File: src/rtl/unlock_pkg.sv
// Package: shared state encoding for the unlock stream generator.
// Assumes a single stream source per instance.
package unlock_pkg;
    typedef enum logic [2:0] {
        ST_IDLE  = 3'd0,
        ST_LEADC = 3'd1,
        ST_LEADZ = 3'd2,
        ST_BODY  = 3'd3,
        ST_TAIL  = 3'd4,
        ST_FIN   = 3'd5
    } seq_state_t;
endpackage

File: src/rtl/unlock_pattern_reg.sv
// Module: pair of pattern registers updated by rotate-and-swap.
// What it does: on step, A <= B and B <= rotl(A,1); on load, both take their
// initial values. Exposes the next B value combinationally for the byte merge.
// Assumes load and step are never high together (controller guarantees it).
module unlock_pattern_reg #(
    parameter int W = 8,
    parameter logic [W-1:0] A_INIT = 8'h90,
    parameter logic [W-1:0] B_INIT = 8'hEA
) (
    input  logic         clk,
    input  logic         rst_n,
    input  logic         load,
    input  logic         step,
    output logic [W-1:0] b_next
);
    logic [W-1:0] a_q, b_q;

    // Next B value: A rotated left by one position.
    always_comb b_next = {a_q[W-2:0], a_q[W-1]};

    // Register update: reset/load to init, swap-and-rotate on step.
    always_ff @(posedge clk) begin
        if (!rst_n || load) begin
            a_q <= A_INIT;
            b_q <= B_INIT;
        end else if (step) begin
            a_q <= b_q;
            b_q <= b_next;
        end
    end

    // A always takes the previous B on a step
    assert_swap_R4: assert property (@(posedge clk) disable iff (!rst_n)
        (step && !load) |=> (a_q == $past(b_q)));
endmodule

File: src/rtl/unlock_byte_reg.sv
// Module: stream byte register with shift, clear and masked merge.
// What it does: next = ((c >> 1) with bit CLR_BIT cleared) | (b_next & MASK);
// flags when that next value equals the stop code.
// Assumes b_next is the pattern value that becomes current on the same step.
module unlock_byte_reg #(
    parameter int W = 8,
    parameter logic [W-1:0] C_INIT  = 8'hFF,
    parameter logic [W-1:0] MASK    = 8'h88,
    parameter int           CLR_BIT = 3,
    parameter logic [W-1:0] STOP    = 8'h4D
) (
    input  logic         clk,
    input  logic         rst_n,
    input  logic         load,
    input  logic         step,
    input  logic [W-1:0] b_next,
    output logic [W-1:0] c_q,
    output logic         stop_hit
);
    localparam logic [W-1:0] KEEP = ~(W'(1) << CLR_BIT);

    logic [W-1:0] c_next;

    // Combinational next byte and termination compare.
    always_comb begin
        c_next   = ({1'b0, c_q[W-1:1]} & KEEP) | (b_next & MASK);
        stop_hit = (c_next == STOP);
    end

    // Byte register: reset/load to init, advance on step.
    always_ff @(posedge clk) begin
        if (!rst_n || load) c_q <= C_INIT;
        else if (step)      c_q <= c_next;
    end

    // the bit shifted into the MSB position comes only from the mask merge
    assert_msb_R5: assert property (@(posedge clk) disable iff (!rst_n)
        (step && !load && !b_next[W-1]) |=> !c_q[W-1]);
endmodule

File: src/rtl/unlock_seq_ctrl.sv
// Module: stream sequencer.
// What it does: walks lead bytes, body, trailer repeats and finish; advances
// only on valid&ready; accepts start only when idle or finished.
// Assumes stop_hit is meaningful only during a body transfer.
module unlock_seq_ctrl
    import unlock_pkg::*;
#(
    parameter int TAIL_N = 2
) (
    input  logic       clk,
    input  logic       rst_n,
    input  logic       start,
    input  logic       ready,
    input  logic       stop_hit,
    output logic       load,
    output logic       step,
    output logic       valid,
    output logic       done,
    output seq_state_t state
);
    localparam int CNT_W = (TAIL_N > 1) ? $clog2(TAIL_N) : 1;
    localparam logic [CNT_W-1:0] LAST = CNT_W'(TAIL_N - 1);

    seq_state_t   st_q, st_d;
    logic [CNT_W-1:0] cnt_q, cnt_d;
    logic         xfer;

    // Handshake decode and control strobes.
    always_comb begin
        valid = (st_q == ST_LEADC) || (st_q == ST_LEADZ) ||
                (st_q == ST_BODY)  || (st_q == ST_TAIL);
        done  = (st_q == ST_FIN);
        xfer  = valid && ready;
        load  = start && ((st_q == ST_IDLE) || (st_q == ST_FIN));
        step  = xfer && (st_q == ST_BODY);
        state = st_q;
    end

    // Next-state logic.
    always_comb begin
        st_d  = st_q;
        cnt_d = cnt_q;
        unique case (st_q)
            ST_IDLE, ST_FIN: if (load) begin
                st_d  = ST_LEADC;
                cnt_d = '0;
            end
            ST_LEADC: if (xfer) st_d = ST_LEADZ;
            ST_LEADZ: if (xfer) st_d = ST_BODY;
            ST_BODY:  if (xfer && stop_hit) st_d = ST_TAIL;
            ST_TAIL:  if (xfer) begin
                if (cnt_q == LAST) st_d = ST_FIN;
                else               cnt_d = cnt_q + 1'b1;
            end
            default: st_d = ST_IDLE;
        endcase
    end

    // State and trailer counter registers.
    always_ff @(posedge clk) begin
        if (!rst_n) begin
            st_q  <= ST_IDLE;
            cnt_q <= '0;
        end else begin
            st_q  <= st_d;
            cnt_q <= cnt_d;
        end
    end

    // finish is reached only from the trailer phase
    assert_fin_entry_R8: assert property (@(posedge clk) disable iff (!rst_n)
        $rose(done) |-> ($past(st_q) == ST_TAIL));
    // a start in the middle of a stream never reloads
    assert_no_reload_R9: assert property (@(posedge clk) disable iff (!rst_n)
        valid |-> !load);
endmodule

File: src/rtl/unlock_stream_gen.sv
// Module: top of the algorithmic unlock byte stream generator.
// What it does: joins the pattern pair, the byte register and the sequencer,
// and selects the output byte per phase.
// Assumes the consumer follows valid/ready: a byte moves when both are high.
module unlock_stream_gen
    import unlock_pkg::*;
#(
    parameter int           W       = 8,
    parameter logic [W-1:0] A_INIT  = 8'h90,
    parameter logic [W-1:0] B_INIT  = 8'hEA,
    parameter logic [W-1:0] C_INIT  = 8'hFF,
    parameter logic [W-1:0] MASK    = 8'h88,
    parameter int           CLR_BIT = 3,
    parameter logic [W-1:0] STOP    = 8'h4D,
    parameter logic [W-1:0] LEAD2   = 8'h00,
    parameter logic [W-1:0] TRAIL   = 8'hCD,
    parameter int           TAIL_N  = 2
) (
    input  logic         clk,
    input  logic         rst_n,
    input  logic         start_i,
    input  logic         ready_i,
    output logic [W-1:0] data_o,
    output logic         valid_o,
    output logic         done_o
);
    logic         load, step, stop_hit;
    logic [W-1:0] b_next, c_q;
    seq_state_t   state;

    unlock_pattern_reg #(.W(W), .A_INIT(A_INIT), .B_INIT(B_INIT)) u_pat (
        .clk(clk), .rst_n(rst_n), .load(load), .step(step), .b_next(b_next)
    );

    unlock_byte_reg #(.W(W), .C_INIT(C_INIT), .MASK(MASK),
                      .CLR_BIT(CLR_BIT), .STOP(STOP)) u_byte (
        .clk(clk), .rst_n(rst_n), .load(load), .step(step),
        .b_next(b_next), .c_q(c_q), .stop_hit(stop_hit)
    );

    unlock_seq_ctrl #(.TAIL_N(TAIL_N)) u_ctrl (
        .clk(clk), .rst_n(rst_n), .start(start_i), .ready(ready_i),
        .stop_hit(stop_hit), .load(load), .step(step),
        .valid(valid_o), .done(done_o), .state(state)
    );

    // Output byte selection by phase.
    always_comb begin
        unique case (state)
            ST_LEADZ: data_o = LEAD2;
            ST_TAIL:  data_o = TRAIL;
            ST_LEADC, ST_BODY: data_o = c_q;
            default:  data_o = '0;
        endcase
    end

    // a stalled byte holds
    assert_hold_R7: assert property (@(posedge clk) disable iff (!rst_n)
        (valid_o && !ready_i) |=> (valid_o && $stable(data_o)));
    // never valid while done
    assert_excl_R8: assert property (@(posedge clk) disable iff (!rst_n)
        !(valid_o && done_o));
    // done rises right after a trailer byte transfer
    assert_done_R8: assert property (@(posedge clk) disable iff (!rst_n)
        $rose(done_o) |-> $past(valid_o && ready_i && data_o == TRAIL));
    // accepted start gives the initial byte next cycle
    assert_start_R2: assert property (@(posedge clk) disable iff (!rst_n)
        (start_i && !valid_o) |=> (valid_o && data_o == C_INIT));
    // the stop code is never emitted
    assert_no_stop_R6: assert property (@(posedge clk) disable iff (!rst_n)
        valid_o |-> (data_o != STOP));
endmodule

File: config.mk
export PLATFORM = sky130hd
export DESIGN_NAME = unlock_stream_gen
export DESIGN_NICKNAME = d
export VERILOG_FILES = /design/src/rtl/unlock_pkg.sv /design/src/rtl/unlock_pattern_reg.sv /design/src/rtl/unlock_byte_reg.sv /design/src/rtl/unlock_seq_ctrl.sv /design/src/rtl/unlock_stream_gen.sv
export SDC_FILE = /design/constraint.sdc
export NUM_CORES = 1
export LEC_CHECK = 0
export BUFFER_PORTS_ARGS = -buffer_cell sky130_fd_sc_hd__clkbuf_2
export CAP_MARGIN = 25
export CORE_ASPECT_RATIO = 1.1
export CORE_UTILIZATION = 35
export CTS_CLUSTER_DIAMETER = 50
export DETAILED_ROUTE_END_ITERATION = 6
export GPL_TIMING_DRIVEN = 0
export PLACE_DENSITY = 0.59
export SLEW_MARGIN = 20
export SYNTH_ARGS = -nofsm -noshare
export SYNTH_HDL_FRONTEND = slang
export SYNTH_SLANG_ARGS = --single-unit
File: constraint.sdc
create_clock -name clk -period 1.4 [get_ports clk]
set_input_delay 0.14 -clock clk [delete_from_list [all_inputs] [get_ports clk]]
set_output_delay 0.14 -clock clk [all_outputs]
set_load 0.02 [all_outputs]
==> results of run 1 <==
[area by class of cell]
cell class                      instances  area, µm²  share of cell area, %
Sequential cell                        25        509                   29.3
Clock buffer                            3       22.5                   1.30
Multi-Input combinational cell        104        714                   41.2
Inverter                                2       11.3                  0.649
Buffer                                  9       96.3                   5.55
Clock inverter                          1       7.51                  0.433
Timing Repair Buffer                   33        332                   19.1
Tap cell                               34       42.5                   2.45
[layout by cell type (no fill, tap or decap), types with 2 or more instances in the layout]
master      count
dfxtp_4         2
nand3b_1        2
a21oi_1         6
clkbuf_2        3
nand2_1        41
buf_8           5
and2_4          3
nand4b_1        2
o21ai_0         2
clkinvlp_4      2
a21oi_2         7
buf_4          14
buf_2           3
a21o_1          5
dfxtp_1        22
clkbuf_8        5
nand3_2        10
nand2b_1        2
clkbuf_4        3
nand3_1         2
buf_6          11
nor4_1          2
[worst max-delay path: cells and delay by family, from the launching register on]
kind,cells,cell delay [ps]
DFF,1,350
and+or+nand+nor,1,260
AOI/OAI and AO/OA,1,150
buffers and inverters,3,390
[power by group through the flow]
stage / clock network [mW] / registers (mW) / logic [mW]
2_1_floorplan: 0 / 0.747 / 0.161
3_3_place_gp: 0 / 0.750 / 0.215
3_5_place_dp: 0 / 0.751 / 0.219
4_1_cts: 0.345 / 0.736 / 0.294
5_1_grt: 0.384 / 0.738 / 0.423
6_report: 0.350 / 0.735 / 0.402
[cell families after synthesis]
logic type	synth area share, %
multiplexers	0.971
AND/OR/NAND/NOR	32.8
AO/OA/AOI/OAI	15.9
buffers and inverters	6.47
flip-flops	43.1
XOR/XNOR	0.755
[what timing repair did]
item / in CTS / in global routing
endpoints found under the hold margin: 0 / 0
setup endpoints to repair: 10 / 31
gates resized for setup: 34 / 42
setup buffers: 7 / 9
pin swaps: 2 / 6
cloned: 0 / 4
[flip-flops by register name (all words and copies together), names as in the netlist]
signal / count
u_byte.c_q: 6
u_pat.a_q: 7
u_ctrl.state: 3
u_ctrl.cnt_q: 1
u_pat.b_q: 8
[path summary, 6_finish.rpt]
| kind | slack [ps] | cells past startpoint | endpoint | start |
|---|---|---|---|---|
| max reg2reg | -130 | 7 | u_byte.c_q[0] | u_ctrl.state[2] |
| min | 70 | 2 | u_ctrl.state[2] | rst_n |
| min reg2reg | 470 | 2 | u_pat.a_q[0] | u_pat.a_q[0] |
| max | -230 | 5 | data_o[0] | u_ctrl.state[2] |
[stage by stage]
| step | instance area [µm²] | setup TNS [ps] | std cells | util, % | total power [mW] |
|---|---|---|---|---|---|
| after CTS | 1470 | -1060 | 198 | 47.4 | 1.38 |
| after global routing | 1740 | -4410 | 211 | 56.0 | 1.54 |
| final | 1740 | -3140 | 211 | 56.0 | 1.49 |
| after detailed placement | 1270 | -241 | 187 | 40.9 | 0.971 |
| after floorplan | 1160 | 0 | 140 | - | 0.908 |
| after global placement | 1270 | -247 | 187 | 40.9 | 0.965 |
[routing by layer]
layer / vias to the layer above / share of wire (%) / routed length, µm
li1: 550 / - / -
met1: 566 / 42 / 1380
met2: 20 / 54 / 1810
met3: 6 / 2.6 / 87
met4: 0 / 1.3 / 42
met5: - / 0 / 0
==> results.toml, run 1 <==
[placement]
portBuffers = 13
hpwlAfterDp_um = 1830
gp_congestion = 0.793
pre_cts_slack_ps = -52.8

[cts]
cts_buffer_depth = 2
cts.sinks = 25
cts_tree = "yes"
insertion_delay_ps = 330
cts.reportedPaths.clkPinSlew_ps = 150
ctsHoldBuffers = 0
cts_buffers = 3
clock-root-buffer = "clkbuf_4"
htreeDepth = 1

[timing]
fin_crit_ps = 1630
fin_ws_ps = -226
fmaxAchievable_mhz = 615
tightest_slew_ps = 269
setup_violations = 31
hold_slack_ps = 65.9
slew_headroom_pct = 82.0
rsz0062_at_grt = "yes"
final_max_slew_viol_count = 0
hold_viol = 0
finClkSkew_ps = 4.05
fin_crit_sh_pct = 116

[pwr]
power.density_nw_per_um2 = 857
pwr-share-clk_pct = 23.5
leakage_nw = 0.733
switching_share_pct = 29.6
comb_power_share_pct = 27.0
p_switching_mw = 0.440
ir_worst_vdd_v = 0.000680
p_int_mw = 1.05
power_frac_seq_pct = 49.4

[synth]
yosys-top-cells-count = "nand2_1 (41), dfxtp_1 (25), a21oi_1 (13)"
yosysMostFrequentCell = "nand2_1"
syn_area_um2 = 1160
avgSynthCellArea_um2 = 8.28
synth_area_leaders = "dfxtp_1 (43%), nand2_1 (13%), a21oi_1 (5.6%)"
synth_cell_type_count = 35
synth_top_area_share_pct = 43.1
synth_seq_cells = 25
netlist_instances = 140
synthArstFlopShare_pct = 0
ys.flop_type = "dfxtp_1"
synth_edf_count = 0
yosysWarnings = 0
yosysSeqAreaShare_pct = 43.1
synth_top_area_cell = "dfxtp_1"
synth_nets = 144

[global_routing]
grt_pass1_vias = 1021
grt_pass1_wl_um = 4570
gr-total-overflow = 0
grt_max_degree = 16
grt_busiest_layer = "met2"
met3_usage_pct = 4.35
grtUsageMet1_pct = 20.3
grt_usage_pct = 16.4
grtUsageMet2_pct = 29.1
grt_antenna_before_repair = 0

[worst_setup_path]
slowest_stage = "dfxtp_2"
path_class = "flip-flop to output pin"
cp_slowest_stage_delay_ps = 350
worstPathCellList = "buf_6 > clkinvlp_4 > nor3_4 > a21o_1 > clkbuf_8"
endpoint_kind = "output pin"
startpoint_type = "flip-flop"
critPathMaxFanout = 5
arrival_ps = 1490
required_ps = 1260

[drt]
first_pass_iters = 6
vias = 1142
avgViaCountPerCell = 5.41
drc = 2
routedWlPerCell_um = 15.8
drtIter0Drc = 82
wirelength_um = 3330
postRouteAntennaNets = 0

[finish]
nets = 182
fill_cells = 283
num_antenna_cells = 0
area_growth_pct = 49.6
drive_above_1_share_pct = 45.8

[die]
ios = 14
die_h_um = 62.4
die_x_um = 56.9
start_util_pct = 37.4
core_um2 = 3100
die-area_um2 = 3550
rows = 21

[job]
drv_cap = 0

[hold_path]
hold_class = "primary input to flip-flop"

[status]
violations = "DRC, setup timing"
status = "finished with violations"
No activity file was read; power rests on OpenSTA's default activity.
==> run 2, diff against run 1 <==
- CELL_PAD_IN_SITES_DETAIL_PLACEMENT: not set -> 1
- CELL_PAD_IN_SITES_GLOBAL_PLACEMENT: not set -> 2
- CORE_UTILIZATION: 35 -> 33
- PLACE_DENSITY: 0.59 -> 0.82
- REMOVE_ABC_BUFFERS: not set -> 1
==> run 2 against run 1 <==
The flow finishes with violations (setup timing). Clock skew is 3.1 ps higher. Combinational power shrank 3%. Via count increased by 0.61%. Cell count grew 4.7%. Critical path type unchanged. Clock-buffer cell count stayed put. Sequential power about the same. Non-clock buffer count fell by 6.
==> results.toml, run 2 (synthesized netlist as in run 1, its figures left out) <==
[worst_setup_path]
reg2reg_setup_slack_ps = -60
arrival_ps = 1330
r2r_cells = 6
r2r-start = "u_ctrl.state[2]"
crit_path_start = "u_ctrl.state[2]"
crit_path_end = "data_o[1]"
critPathMaxFanout = 7
path_class = "flip-flop to output pin"
required_ps = 1260
endpoint_kind = "output pin"
r2r-end = "u_pat.a_q[2]"
startpoint_type = "flip-flop"

[die]
start_util_pct = 34.5
ios = 14
die-area_um2 = 3760
die_h_um = 64.2
core_um2 = 3360
die_x_um = 58.5
rows = 22

[finish]
layout_common_cells = "nand2_1 (36), dfxtp_1 (21), buf_4 (15), nand3_1 (10), a21oi_1 (9)"
final_core_util_pct = 50.9
area_growth_pct = 47.4
largest-register = "u_pat.b_q"
fill_cells = 400
num_antenna_cells = 0
reg_top3 = "u_pat.b_q: 8 flops, u_pat.a_q: 7 flops, u_byte.c_q: 6 flops"
nets = 178
largest_reg_flops = 8
final_common_cell = "nand2_1"
drive_above_1_share_pct = 42.2

[drt]
routedWlPerCell_um = 16.6
drtIter0Drc = 29
drc = 0
first_pass_iters = 4
vias = 1149
avgViaCountPerCell = 5.20
postRouteAntennaNets = 0
wirelength_um = 3670

[cts]
cts_buffer_depth = 2
cts.reportedPaths.clkPinSlew_ps = 140
ctsHoldBuffers = 0
htreeDepth = 1
cts.sinks = 25
insertion_delay_ps = 320
clock-root-buffer = "clkbuf_4"
cts_tree = "yes"
cts_buffers = 3

[pwr]
p_switching_mw = 0.433
ir_worst_vdd_v = 0.000385
pwr-share-clk_pct = 23.1
switching_share_pct = 29.6
power_frac_seq_pct = 50.4
power.density_nw_per_um2 = 857
p_int_mw = 1.03
comb_power_share_pct = 26.5
leakage_nw = 0.725

[timing]
setup_violations = 19
rsz0062_at_grt = "yes"
final_max_slew_viol_count = 0
fin_crit_sh_pct = 105
tightest_slew_ps = 354
hold_slack_ps = 100
fmaxAchievable_mhz = 680
slew_headroom_pct = 76.4
finClkSkew_ps = 7.14
fin_crit_ps = 1470
hold_viol = 0
fin_ws_ps = -70.2

[global_routing]
grt_pass1_vias = 1099
grt_max_degree = 20
grt_pass1_wl_um = 5450
gr-total-overflow = 0
grt_usage_pct = 19.1
grt_antenna_before_repair = 0

[placement]
gp_congestion = 0.777
portBuffers = 13
hpwlAfterDp_um = 1750

[hold_path]
hold_class = "primary input to flip-flop"

[job]
drv_cap = 0

[status]
violations = "setup timing"
status = "finished with violations"
==> run 2: routing by layer <==
metal	vias up	routed length (µm)	track usage, %
met2	16	1960	34.5
met4	0	30	5.36
met1	576	1600	23.4
li1	553	-	-
met3	4	77	2.23
met5	-	0	0
==> run 2: final cells by class <==
type | instances | area (µm²) | share of cell area, %
clock inverters | 1 | 5.00 | 0.293
repair buffers | 36 | 374 | 21.9
multi-input cells | 106 | 727 | 42.5
flip-flops and latches | 25 | 513 | 30.0
well taps | 48 | 60.1 | 3.51
clock buffers | 3 | 22.5 | 1.32
inverters | 2 | 7.51 | 0.439
==> run 2: critical path, stage by stage, from the launching register on <==
cell and delay (ps):
dfxtp_4 380, buf_8 130, nor2b_4 190, and2_4 180, clkbuf_8 130
==> run 2: metrics by stage <==
stage / instances / TNS (ps) / power [mW] / instance area (µm²) / worst slack (ps)
after floorplan: 131 / -560 / 0.890 / 1090 / -31.4
after global placement: 192 / -10810 / 0.950 / 1220 / -445
after detailed placement: 192 / -12560 / 0.957 / 1220 / -526
after CTS: 213 / -506 / 1.39 / 1520 / -71.6
after global routing: 221 / -2060 / 1.52 / 1710 / -142
final: 221 / -924 / 1.46 / 1710 / -70.2
==> run 2: worst min-delay path by stage <==
stage	end	slack [ps]	startpoint	cells past startpoint
after floorplan	u_ctrl.state[2]	260	rst_n	1
after global placement	u_ctrl.state[2]	420	rst_n	2
after detailed placement	u_ctrl.state[2]	440	rst_n	2
after CTS	u_ctrl.state[2]	70	rst_n	2
after global routing	u_ctrl.state[2]	90	rst_n	2
final	u_ctrl.state[2]	100	rst_n	2
==> run 2: what timing repair did <==
item / 4_1_cts / 5_1_grt
pin swaps: 12 / 6
endpoints found under the setup margin: 32 / 33
buffers inserted: 15 / 7
cloned: 2 / 1
gates resized for setup: 35 / 31
==> run 2: power by group through the flow <==
stage	Clock, mW	Sequential, mW	Combinational [mW]
global route	0.371	0.740	0.407
finish	0.338	0.738	0.388
floorplan	0	0.756	0.134
detailed placement	0	0.762	0.195
global placement	0	0.760	0.190
CTS	0.338	0.740	0.309
==> run 3, diff against run 2 <==
- TNS_END_PERCENT: not set -> 1
==> run 3 against run 2 <==
The flow still finishes with violations (setup timing). Via count shrank 6.8%. Flip-flop and latch count is the same. Critical path type unchanged. Hold slack lost 18 ps. Final area shrank 15%. Sequential power grew 0.5%. Critical path depth is the same. Register-to-register slack gained 60 ps. Combinational power shrank 25%. Global-route usage shrank 0.75 points. Power shrank 7.2%. Critical endpoint unchanged. Worst setup slack is essentially flat.
==> results.toml, run 3 (synthesized netlist as in run 1, its figures left out) <==
[pwr]
p_int_mw = 0.973
power_mw = 1.36
leakage_nw = 0.600
p_switching_mw = 0.387
ir_worst_vdd_v = 0.000359
switching_share_pct = 28.4
power.density_nw_per_um2 = 936
comb_power_share_pct = 21.3
pwr-share-clk_pct = 24.1
power_frac_seq_pct = 54.6

[cts]
cts_tree = "yes"
htreeDepth = 1
cts.sinks = 25
ctsHoldBuffers = 0
cts_buffer_depth = 2
insertion_delay_ps = 320
clock-root-buffer = "clkbuf_4"
cts_buffers = 3
cts.reportedPaths.clkPinSlew_ps = 130

[finish]
final_cells = 207
largest_reg_flops = 8
final_common_cell = "nand2_1"
layout_common_cells = "nand2_1 (41), dfxtp_1 (22), a21oi_1 (13), nand3_1 (12), buf_4 (10)"
num_antenna_cells = 0
stdcell_area_um2 = 1450
area_growth_pct = 25.2
largest-register = "u_pat.b_q"
nets = 164
drive_above_1_share_pct = 26.4
reg_top3 = "u_pat.b_q: 8 flops, u_pat.a_q: 7 flops, u_byte.c_q: 6 flops"

[timing]
setup_violations = 10
final_max_slew_viol_count = 0
rsz0062_at_grt = "yes"
fmaxAchievable_mhz = 680
tns_ps = -491
slew_headroom_pct = 65.9
tightest_slew_ps = 509
hold_viol = 0
fin_ws_ps = -70.1
fin_crit_ps = 1470
finClkSkew_ps = 7.22
fin_crit_sh_pct = 105

[global_routing]
grt_pass1_wl_um = 5270
grt_antenna_before_repair = 0
grt_usage_pct = 18.4
gr-total-overflow = 0
grt_pass1_vias = 1062
grt_max_degree = 20

[die]
die-area_um2 = 3760
rows = 22
ios = 14
die_h_um = 64.2
die_x_um = 58.5
start_util_pct = 34.5
core_um2 = 3360

[worst_setup_path]
slowest_stage = "dfxtp_4"
startpoint_type = "flip-flop"
cp_slowest_stage_delay_ps = 380
arrival_ps = 1330
endpoint_kind = "output pin"
crit_buf_inv = 2
critPathMaxFanout = 10
crit_family = "flip-flops"
required_ps = 1260
path_class = "flip-flop to output pin"
worstPathCellList = "buf_8 > nor2b_4 > and2_4 > clkbuf_8"

[placement]
place_area_um2 = 1220
pre_cts_slack_ps = -526
gp_congestion = 0.777
hpwlAfterDp_um = 1750
dp.cells = 192
portBuffers = 13

[status]
violations = "setup timing"
status = "finished with violations"

[drt]
routedWlPerCell_um = 14.5
drtIter0Drc = 49
wirelength_um = 3010
postRouteAntennaNets = 0
first_pass_iters = 4
vias = 1071
drc = 0
avgViaCountPerCell = 5.17

[job]
drv_cap = 0

[hold_path]
hold_class = "primary input to flip-flop"
[run 3: cell count changes in the layout (fill, tap and decap cells not counted), moves of 2 or more]
cell / previous run / this run
a21oi_1: 9 / 13
a21oi_2: 4 / 0
buf_4: 15 / 10
buf_6: 5 / 0
nand2_1: 36 / 41
nand2_2: 5 / 0
nand3_1: 10 / 12
nand3_2: 2 / 0
[run 3: area by class of cell]
| type | count | area [µm²] |
|---|---|---|
| clock inverters | 1 | 5.00 |
| repair buffers | 22 | 215 |
| inverters | 2 | 7.51 |
| fillers | 417 | 1910 |
| well taps | 48 | 60.1 |
| clock buffers | 3 | 22.5 |
| flip-flops and latches | 25 | 512 |
| multi-input cells | 106 | 631 |
[run 3: power by group through the flow]
stage               combinational (mW)  clock [mW]  sequential (mW)
floorplan                        0.134           0            0.756
finish                           0.290       0.328            0.742
global route                     0.312       0.373            0.745
global placement                 0.190           0            0.760
detailed placement               0.195           0            0.762
CTS                              0.277       0.338            0.742
[run 3: final timing paths]
kind / slack, ps / start / end / cells past startpoint
setup / recovery: -70 / u_ctrl.state[2] / data_o[1] / 4
hold / removal: 80 / rst_n / u_ctrl.state[2] / 2
setup reg to reg: 0 / u_ctrl.state[0] / u_byte.c_q[4] / 4
hold reg to reg: 470 / u_pat.b_q[1] / u_pat.a_q[1] / 2
[run 3: through the flow]
step	util [%]	hold WS (ps)
finish	43.3	82.5
floorplan	-	258
global route	43.3	69.1
global placement	36.3	425
CTS	42.6	72.2
detailed placement	36.3	438
[run 3: layer usage]
layer | part of all wire [%] | vias up | wire [µm] | GRT usage (%)
met5 | 0 | - | 0 | 0
met4 | 1.0 | 0 | 30 | 5.36
met3 | 2.9 | 4 | 87 | 2.23
met2 | 51 | 20 | 1530 | 30.9
met1 | 45 | 525 | 1370 | 24.3
li1 | - | 522 | - | -
[run 3: repair_timing]
action | 4_1_cts | 5_1_grt
setup endpoints to repair | 32 | 27
gates resized for setup | 30 | 7
setup buffers | 8 | 1
pin swaps | 14 | 8
gates cloned | 2 | 0
[run 3: worst reg2reg max path, cell delays in order, from the launching register on]
cell and delay, ps:
dfxtp_4 440, buf_4 150, nand4b_1 420, nand2_1 200, nand3_1 80
